File: src/rtl/spi_hold_pkg.sv
package spi_hold_pkg;
  typedef logic [7:0] byte_t;

  localparam byte_t OP_WEL_SET = 8'h06;
  localparam byte_t OP_WEL_CLR = 8'h04;
  localparam byte_t OP_STATUS  = 8'h05;
  localparam byte_t OP_ERASE   = 8'h60;

  localparam int ST_BUSY = 0;
  localparam int ST_WEL  = 1;
  localparam int ST_WP   = 7;
endpackage

File: src/rtl/spi_hold_sync.sv
module spi_hold_sync #(
  parameter int unsigned      WIDTH   = 1,
  parameter int unsigned      STAGES  = 2,
  parameter logic [WIDTH-1:0] RST_VAL = '0
) (
  input  logic             clk_i,
  input  logic             rst_ni,
  input  logic [WIDTH-1:0] d_i,
  output logic [WIDTH-1:0] q_o
);
  logic [WIDTH-1:0] stage_q [STAGES];

  for (genvar s = 0; s < STAGES; s++) begin : g_stage
    always_ff @(posedge clk_i or negedge rst_ni) begin
      if (!rst_ni) begin
        stage_q[s] <= RST_VAL;
      end else if (s == 0) begin
        stage_q[s] <= d_i;
      end else begin
        stage_q[s] <= stage_q[(s == 0) ? 0 : s-1];
      end
    end
  end

  assign q_o = stage_q[STAGES-1];
endmodule

File: src/rtl/spi_hold_phase.sv
module spi_hold_phase (
  input  logic clk_i,
  input  logic rst_ni,
  input  logic cs_n_i,
  input  logic sck_i,
  input  logic hold_n_i,
  output logic hold_o,
  output logic abort_o,
  output logic rise_o,
  output logic fall_o
);
  logic sck_q;
  logic hold_q;
  logic live;

  always_ff @(posedge clk_i or negedge rst_ni) begin
    if (!rst_ni) begin
      sck_q  <= 1'b0;
      hold_q <= 1'b0;
    end else begin
      sck_q <= sck_i;
      if (cs_n_i)      hold_q <= 1'b0;
      else if (!sck_i) hold_q <= !hold_n_i;  // pause state moves only in a low phase
    end
  end

  assign live    = !cs_n_i && !hold_q;
  assign rise_o  = live && sck_i && !sck_q;
  assign fall_o  = live && !sck_i && sck_q;
  assign abort_o = cs_n_i && hold_q;
  assign hold_o  = hold_q;

  p_hold_needs_cs_r4: assert property (@(posedge clk_i) disable iff (!rst_ni)
    cs_n_i |=> !hold_q);

  p_hold_enter_low_r4: assert property (@(posedge clk_i) disable iff (!rst_ni)
    $rose(hold_q) |-> $past(!sck_i && !hold_n_i && !cs_n_i));

  p_hold_exit_low_r6: assert property (@(posedge clk_i) disable iff (!rst_ni)
    $fell(hold_q) |-> $past(cs_n_i || (!sck_i && hold_n_i)));
endmodule

File: src/rtl/spi_hold_shifter.sv
module spi_hold_shifter
  import spi_hold_pkg::*;
(
  input  logic  clk_i,
  input  logic  rst_ni,
  input  logic  cs_n_i,
  input  logic  hold_i,
  input  logic  rise_i,
  input  logic  fall_i,
  input  logic  si_i,
  input  byte_t status_i,
  output logic  op_valid_o,
  output byte_t op_o,
  output logic  so_o,
  output logic  so_oe_o
);
  logic [2:0] bit_cnt_q;
  logic [6:0] rx_q;
  logic       cmd_done_q;
  logic       rd_mode_q;
  logic       tx_on_q;
  logic [2:0] tx_cnt_q;
  logic [6:0] tx_sr_q;
  logic       so_q;

  assign op_o       = {rx_q, si_i};
  assign op_valid_o = rise_i && (bit_cnt_q == 3'd7) && !cmd_done_q;

  always_ff @(posedge clk_i or negedge rst_ni) begin
    if (!rst_ni) begin
      bit_cnt_q  <= '0;
      rx_q       <= '0;
      cmd_done_q <= 1'b0;
      rd_mode_q  <= 1'b0;
      tx_on_q    <= 1'b0;
      tx_cnt_q   <= '0;
      tx_sr_q    <= '0;
      so_q       <= 1'b0;
    end else if (cs_n_i) begin
      bit_cnt_q  <= '0;
      rx_q       <= '0;
      cmd_done_q <= 1'b0;
      rd_mode_q  <= 1'b0;
      tx_on_q    <= 1'b0;
      tx_cnt_q   <= '0;
      so_q       <= 1'b0;
    end else begin
      if (rise_i) begin
        rx_q      <= {rx_q[5:0], si_i};
        bit_cnt_q <= bit_cnt_q + 3'd1;
        if (op_valid_o) begin
          cmd_done_q <= 1'b1;
          rd_mode_q  <= (op_o == OP_STATUS);
        end
      end
      if (fall_i && rd_mode_q) begin
        tx_on_q  <= 1'b1;
        tx_cnt_q <= tx_cnt_q + 3'd1;
        if (tx_cnt_q == 3'd0) begin  // fresh status snapshot each byte
          so_q    <= status_i[7];
          tx_sr_q <= status_i[6:0];
        end else begin
          so_q    <= tx_sr_q[6];
          tx_sr_q <= {tx_sr_q[5:0], 1'b0};
        end
      end
    end
  end

  assign so_o    = so_q;
  assign so_oe_o = tx_on_q && !cs_n_i && !hold_i;

  p_cnt_frozen_r5: assert property (@(posedge clk_i) disable iff (!rst_ni)
    (hold_i && !cs_n_i) |=> ($stable(bit_cnt_q) && $stable(tx_cnt_q) && $stable(so_q)));

  p_cnt_clear_r12: assert property (@(posedge clk_i) disable iff (!rst_ni)
    cs_n_i |=> (bit_cnt_q == 3'd0 && !tx_on_q));
endmodule

File: src/rtl/spi_hold_cmd.sv
module spi_hold_cmd
  import spi_hold_pkg::*;
#(
  parameter int unsigned ERASE_CYCLES = 200
) (
  input  logic  clk_i,
  input  logic  rst_ni,
  input  logic  op_valid_i,
  input  byte_t op_i,
  input  logic  abort_i,
  input  logic  wp_n_i,
  output byte_t status_o
);
  localparam int unsigned CW = $clog2(ERASE_CYCLES + 1);

  logic          wel_q;
  logic [CW-1:0] busy_cnt_q;
  logic          busy;

  assign busy = (busy_cnt_q != '0);

  always_ff @(posedge clk_i or negedge rst_ni) begin
    if (!rst_ni) begin
      wel_q      <= 1'b0;
      busy_cnt_q <= '0;
    end else begin
      if (busy) begin
        busy_cnt_q <= busy_cnt_q - CW'(1);
        if (busy_cnt_q == CW'(1)) wel_q <= 1'b0;
      end
      if (abort_i) begin
        wel_q <= 1'b0;
      end else if (op_valid_i && !busy) begin
        unique case (op_i)
          OP_WEL_SET: wel_q <= 1'b1;
          OP_WEL_CLR: wel_q <= 1'b0;
          OP_ERASE: if (wel_q && wp_n_i) busy_cnt_q <= CW'(ERASE_CYCLES);
          default: ;
        endcase
      end
    end
  end

  always_comb begin
    status_o          = '0;
    status_o[ST_BUSY] = busy;
    status_o[ST_WEL]  = wel_q;
    status_o[ST_WP]   = wp_n_i;
  end

  p_busy_countdown_r9: assert property (@(posedge clk_i) disable iff (!rst_ni)
    busy |=> (busy_cnt_q == $past(busy_cnt_q) - CW'(1)));

  p_erase_guard_r8: assert property (@(posedge clk_i) disable iff (!rst_ni)
    $rose(busy) |-> $past(wel_q && wp_n_i));

  p_abort_clears_r7: assert property (@(posedge clk_i) disable iff (!rst_ni)
    abort_i |=> !wel_q);

  p_busy_lock_r11: assert property (@(posedge clk_i) disable iff (!rst_ni)
    (busy && busy_cnt_q != CW'(1) && !abort_i) |=> (wel_q == $past(wel_q)));
endmodule

File: src/rtl/spi_hold_front.sv
module spi_hold_front
  import spi_hold_pkg::*;
#(
  parameter int unsigned ERASE_CYCLES = 200,
  parameter int unsigned SYNC_STAGES  = 2
) (
  input  logic clk_i,
  input  logic rst_ni,
  input  logic cs_ni,
  input  logic sck_i,
  input  logic si_i,
  input  logic hold_ni,
  input  logic wp_ni,
  output logic so_o,
  output logic so_oe_o
);
  localparam int unsigned NPINS = 5;

  logic [NPINS-1:0] pins_s;
  logic  cs_n_s, sck_s, si_s, hold_n_s, wp_n_s;
  logic  hold, abort, rise, fall;
  logic  op_valid;
  byte_t op;
  byte_t status;

  spi_hold_sync #(
    .WIDTH  (NPINS),
    .STAGES (SYNC_STAGES),
    .RST_VAL(5'b10011)
  ) i_sync (
    .clk_i (clk_i),
    .rst_ni(rst_ni),
    .d_i   ({cs_ni, sck_i, si_i, hold_ni, wp_ni}),
    .q_o   (pins_s)
  );

  assign {cs_n_s, sck_s, si_s, hold_n_s, wp_n_s} = pins_s;

  spi_hold_phase i_phase (
    .clk_i   (clk_i),
    .rst_ni  (rst_ni),
    .cs_n_i  (cs_n_s),
    .sck_i   (sck_s),
    .hold_n_i(hold_n_s),
    .hold_o  (hold),
    .abort_o (abort),
    .rise_o  (rise),
    .fall_o  (fall)
  );

  spi_hold_shifter i_shifter (
    .clk_i     (clk_i),
    .rst_ni    (rst_ni),
    .cs_n_i    (cs_n_s),
    .hold_i    (hold),
    .rise_i    (rise),
    .fall_i    (fall),
    .si_i      (si_s),
    .status_i  (status),
    .op_valid_o(op_valid),
    .op_o      (op),
    .so_o      (so_o),
    .so_oe_o   (so_oe_o)
  );

  spi_hold_cmd #(
    .ERASE_CYCLES(ERASE_CYCLES)
  ) i_cmd (
    .clk_i     (clk_i),
    .rst_ni    (rst_ni),
    .op_valid_i(op_valid),
    .op_i      (op),
    .abort_i   (abort),
    .wp_n_i    (wp_n_s),
    .status_o  (status)
  );

  p_oe_needs_live_r3: assert property (@(posedge clk_i) disable iff (!rst_ni)
    so_oe_o |-> (!hold && !cs_n_s));
endmodule

File: config.mk
export PLATFORM = sky130hd
export DESIGN_NAME = spi_hold_front
export DESIGN_NICKNAME = d
export VERILOG_FILES = /design/src/rtl/spi_hold_pkg.sv /design/src/rtl/spi_hold_sync.sv /design/src/rtl/spi_hold_phase.sv /design/src/rtl/spi_hold_shifter.sv /design/src/rtl/spi_hold_cmd.sv /design/src/rtl/spi_hold_front.sv
export SDC_FILE = /design/constraint.sdc
export NUM_CORES = 1
export LEC_CHECK = 0
export BUFFER_PORTS_ARGS = -buffer_cell sky130_fd_sc_hd__buf_2
export CORE_MARGIN = 2
export CORE_UTILIZATION = 65
export CTS_CLUSTER_SIZE = 10
export DETAILED_ROUTE_END_ITERATION = 12
export GPL_ROUTABILITY_DRIVEN = 0
export GPL_TIMING_DRIVEN = 0
export PLACE_DENSITY_LB_ADDON = 0.25
export SLEW_MARGIN = 15
export SYNTH_ARGS = -nofsm -noshare
export SYNTH_HDL_FRONTEND = slang
export SYNTH_HIERARCHICAL = 1
export SYNTH_SLANG_ARGS = --single-unit
File: constraint.sdc
create_clock -name clk_i -period 4 [get_ports clk_i]
set_input_delay 0.8 -clock clk_i [delete_from_list [all_inputs] [get_ports clk_i]]
set_output_delay 0.8 -clock clk_i [all_outputs]
set_load 0.02 [all_outputs]
# Yosys cells after proc, flatten, opt, wreduce, memory -nomap -nowiden
# Cells that the tools add are included.
# Widths: inputs -> output; s select.
[totals] regBits=45 inputBits=7 output_inout_bits=2 wordCells=82
[classes] add_sub_neg=3 n_eq_ne=7 n_mux=30 n_bitwise=1 reduce_logical=27
[op_table] operator="$mux 8" n=5
[op_table] operator="$eq 8x3->1 const B" n=3
[op_table] operator="$mux 7" n=3
[op_table] operator="$mux 1" n=17
[op_table] operator="$logic_and 1x1->1" n=13
[op_table] operator="$mux 3" n=4
[op_table] operator="$eq 8x1->1 const B" n=1
[op_table] operator="$eq 8x7->1 const B" n=1
[op_table] operator="$reduce_bool 8->1" n=1
[op_table] operator="$sub 8x1->8 const B" n=1
[op_table] operator="$logic_not 1->1" n=7
[op_table] operator="$add 3x1->3 const B" n=2
[op_table] operator="$reduce_bool 2->1" n=3
[op_table] operator="$reduce_and 2->1" n=2
[op_table] operator="$eq 3x3->1 const B" n=1
[op_table] operator="$logic_not 3->1" n=1
[op_table] operator="$ne 2x1->1 const B" n=1
[op_table] operator="$pmux 1 s2" n=1
[op_table] operator="$not 1->1" n=1

# Depth between registers and ports, before layout
[logic_depth] ltp_word=9 ltp_mapped=9 mapped_depth_nobuf=8

# Cells and area by module
# Netlist, hierarchy kept.
[by_module_without_submodules] mod="spi_hold_shifter" instances=1 cells_each=104 area_each_um2=1134.8 seq_area_each_um2=600.6
[by_module_without_submodules] mod="spi_hold_cmd" instances=1 cells_each=66 area_each_um2=616.8 seq_area_each_um2=225.2
[by_module_without_submodules] mod="spi_hold_sync" instances=1 cells_each=15 area_each_um2=295.3 seq_area_each_um2=257.7
[by_module_without_submodules] mod="spi_hold_phase" instances=1 cells_each=8 area_each_um2=92.6 seq_area_each_um2=50.0

# Worst setup path before layout
# No wires, ideal clock.
[synth_timing] kind="reg2out" startpoint="register i_sync.stage_q, in the netlist i_sync/q_o[4]" endpoint="output port so_oe_o" arrival_ns=1.175 required_ns=3.200 setup_slack_ns=2.025 path_stages_with_launch=4 n_path_buf=2 path_cell_list="dfstp_2 -> buf_4 -> buf_2 -> nor3b_1"
[synth_between] elab_chain_len=3
[synth_lines] item="start, declared" line_no="spi_hold_sync.sv:11" text="logic [WIDTH-1:0] stage_q [STAGES];"
[synth_lines] item="start signal, assigned by index" line_no="spi_hold_sync.sv:18" text="stage_q[s] <= d_i;"
[synth_lines] item="start signal, assigned by index" line_no="spi_hold_sync.sv:20" text="stage_q[s] <= stage_q[(s == 0) ? 0 : s-1];"
[synth_lines] item="$logic_not 1->1" line_no="spi_hold_shifter.sv:71" text="assign so_oe_o = tx_on_q && !cs_n_i && !hold_i;"
[synth_lines] item="$logic_and 1x1->1 (2 in a row)" line_no="spi_hold_shifter.sv:71"
[synth_lines] item="end, declared" line_no="spi_hold_front.sv:15" text="output logic so_oe_o"
# Every way passes these cells.

# Worst setup path after layout
# Same ends and word-level chain as after synthesis.

==> reports/qor.txt <==
Yosys top cell by area - dfrtp_1
Crit path from - i_sync/q_o[4]
Sequential share of the synthesized area - 53.0%
Post-route cell area - 0.00231 mm²
Worst R2R Setup Slack - 1.79 ns
Vias in the first global route - 1425
Port bufs - 8
Yosys warns - 6
Period minus WS final - 2.26 ns
Ys async rst share - 100%
CTS max path bufs - 2
R2R Path Start - i_sync/q_o[4]
Post-Syn Area - 0.00214 mm²
Hold_ws - 0.362 ns
Post-synth EDFFs - 0
Global-route usage over all layers - 22.3%
Post-Layout Cell Count - 257
Critical Path End - so_oe_o
Area grow syn2layout - 7.89%
Root buf cell - clkbuf_4
Crit path required time - 3.20 ns
CP Data Arrival Time - 1.46 ns
Final setup viols - 0
Cells after synthesis - 193
Status - finished clean
Remaining Overflow, GRT - 0
Hpwl dp - 2560 µm
Unique cell type count in the Yosys netlist - 38
Setup TNS - 0 ns
ANT cells - 0
Layout cell share with drive strength beyond 1 - 23.0%
Cts repair resizes - 0
DRC - 0
Post-route ant nets - 0
H-tree Lvls - 2
Final hold violation count - 0
Via count - 1368
Final Util - 74.4%
Worst setup margin - 1.74 ns
CTS Hold Bufs - 0
Crit Path Class - flop to output pin
CTS Buf Count - 5
Die width - 61.4 µm
Mean Syn Cell Area - 11.1 µm²
Relative slew margins - 37.2%
Worst R2R Path Depth - 7
Die height - 61.4 µm
FP Rows - 20
TritonRoute pass-1 iters - 4
Starting density of the core - 69.0%
Initial drt markers - 51
Global-route wire length before repair - 6130 µm
P_leak - 1.19 nW
Synth top area share - 45.6%
Maximum VDD drop - 277 µV
CTS clk-pin slew, worst paths - 0.12 ns
Pwr Density - 309 mW/mm²
WL final - 3490 µm
Top FF cell, synth - dfrtp_1
Final worst-path cycle share - 56.4%
IO Pins - 9
CTS sink cnt - 45
Largest net degree at the start of global routing - 46
CORE AREA - 0.00310 mm²
Worst Skew - 0.00366 ns
Max-slew violation count - 0
CTS tree - built
Skew-Pair Late Insertion Delay - 0.34 ns
Critical R2R Capture - i_cmd/busy_cnt_q[0]
Seq cells post-synth - 45
Worst slack, placed - 1.86 ns
Via-per-instance ratio - 5.32
Pwr Total - 0.713 mW
RSZ-0062 raised after global routing - no
Worst setup EP type - output pin
CP max FO - 10
Hold Path Class - flop to flop
Synth area leaders - dfrtp_1 (46%), mux2i_1 (8.4%), dfstp_2 (7.4%)
Placed instance count - 249
# Post-CTS Setup Buffers - 0
Crit path launch type - flop
# nets final - 226
DR WL/cell - 13.6 µm
MaxCap Viol Count - 0
Fmax - 443 MHz
Dpl cell area - 0.00226 mm²
Initial antenna violation count - 0
Actual slew at the worst max-slew pin - 0.942 ns
DIE AREA - 0.00377 mm²
-- cells in the mapped netlist, drive strengths merged, types with 2 or more instances --
cell / instances
nand2: 17
nor3b: 2
o21ai: 10
nand4: 2
nand3b: 4
dfstp: 6
buf: 21
nor3: 2
ha: 7
a21oi: 7
xnor2: 5
and2: 3
dfrtp: 39
nand4b: 2
xor2: 3
nor4: 3
nor4b: 4
mux2i: 18
nand3: 3
or3: 2
nor2: 20
inv: 6
-- area by class of cell --
| cell class | instances | area (µm²) |
|---|---|---|
| Buffer | 21 | 148 |
| Clock buffer | 7 | 45.0 |
| Clock inverter | 1 | 7.51 |
| Fill cell | 257 | 795 |
| Inverter | 6 | 22.5 |
| Multi-Input combinational cell | 125 | 857 |
| Sequential cell | 45 | 1130 |
| Tap cell | 44 | 55.1 |
| Timing Repair Buffer | 8 | 40.0 |
-- worst min-delay path by stage --
stage / end / cells past startpoint / startpoint / slack [ns]
floorplan: i_sync/q_o[2] / 0 / i_sync/stage_q[7] / 0.33
global route: i_sync/q_o[4] / 0 / i_sync/stage_q[9] / 0.37
CTS: i_sync/q_o[2] / 0 / i_sync/stage_q[7] / 0.37
global placement: i_sync/q_o[2] / 0 / i_sync/stage_q[7] / 0.33
finish: i_sync/q_o[2] / 0 / i_sync/stage_q[7] / 0.36
detailed placement: i_sync/q_o[2] / 0 / i_sync/stage_q[7] / 0.34
-- sequential cells by signal, indices dropped and copies added, names as in the netlist --
signal                flops
i_cmd/busy_cnt_q          8
i_shifter/rx_q            7
i_shifter/tx_sr_q         7
i_sync/q_o                5
i_sync/stage_q            5
i_shifter/bit_cnt_q       3
i_shifter/tx_cnt_q        3
i_cmd/wel_q               1
i_phase/hold_o            1
i_phase/sck_q             1
i_shifter/cmd_done_q      1
i_shifter/rd_mode_q       1
i_shifter/so_o            1
i_shifter/tx_on_q         1
-- worst max-delay path: stages, from the launching register on --
cell and delay, ns:
dfstp_2 0.38, buf_4 0.14, buf_2 0.17, nor3b_1 0.22, buf_2 0.20
-- per-layer routing --
layer / GRT usage [%] / share of wire [%] / vias to the layer above
met5: 0 / 0 / -
met1: 25.9 / 41 / 674
met4: 6.99 / 0.46 / 0
li1: - / - / 669
met2: 40.1 / 55 / 23
met3: 6.30 / 3.0 / 2
-- cells by family after synthesis --
kind of cell / Yosys count / synth area share (%)
multiplexers: 18 / 8.42
flip-flops: 45 / 53.0
AO/OA/AOI/OAI: 19 / 5.03
adder cells (fa/ha/maj): 7 / 4.09
AND/OR/NAND/NOR: 68 / 18.1
buffers and inverters: 27 / 7.95
other: 1 / 0.175
XOR/XNOR: 8 / 3.27
-- placed cells by master (no fill, tap or decap), types with 2 or more instances in the layout --
master    instances
nand3_1           3
dfrtp_1          39
xor2_1            3
a21oi_1           6
o21ai_1           2
nand4b_1          2
nor2_1           20
inv_1             5
dfstp_2           6
nor4_2            2
buf_4            15
ha_1              7
buf_2            12
o21ai_0           8
conb_1            5
nor3b_1           2
clkbuf_4          5
mux2i_1          18
nand4_1           2
nand2_1          17
xnor2_1           5
nor4b_1           3
nand3b_1          3
clkbuf_1          2
and2_1            3
nor3_1            2
-- where the power goes --
group,switching [mW],total (mW),internal (mW)
logic,0.0222,0.0395,0.0172
registers,0.00346,0.468,0.464
clock network,0.136,0.205,0.0695
total,0.162,0.713,0.551
No activity file was read; power rests on OpenSTA's default activity.
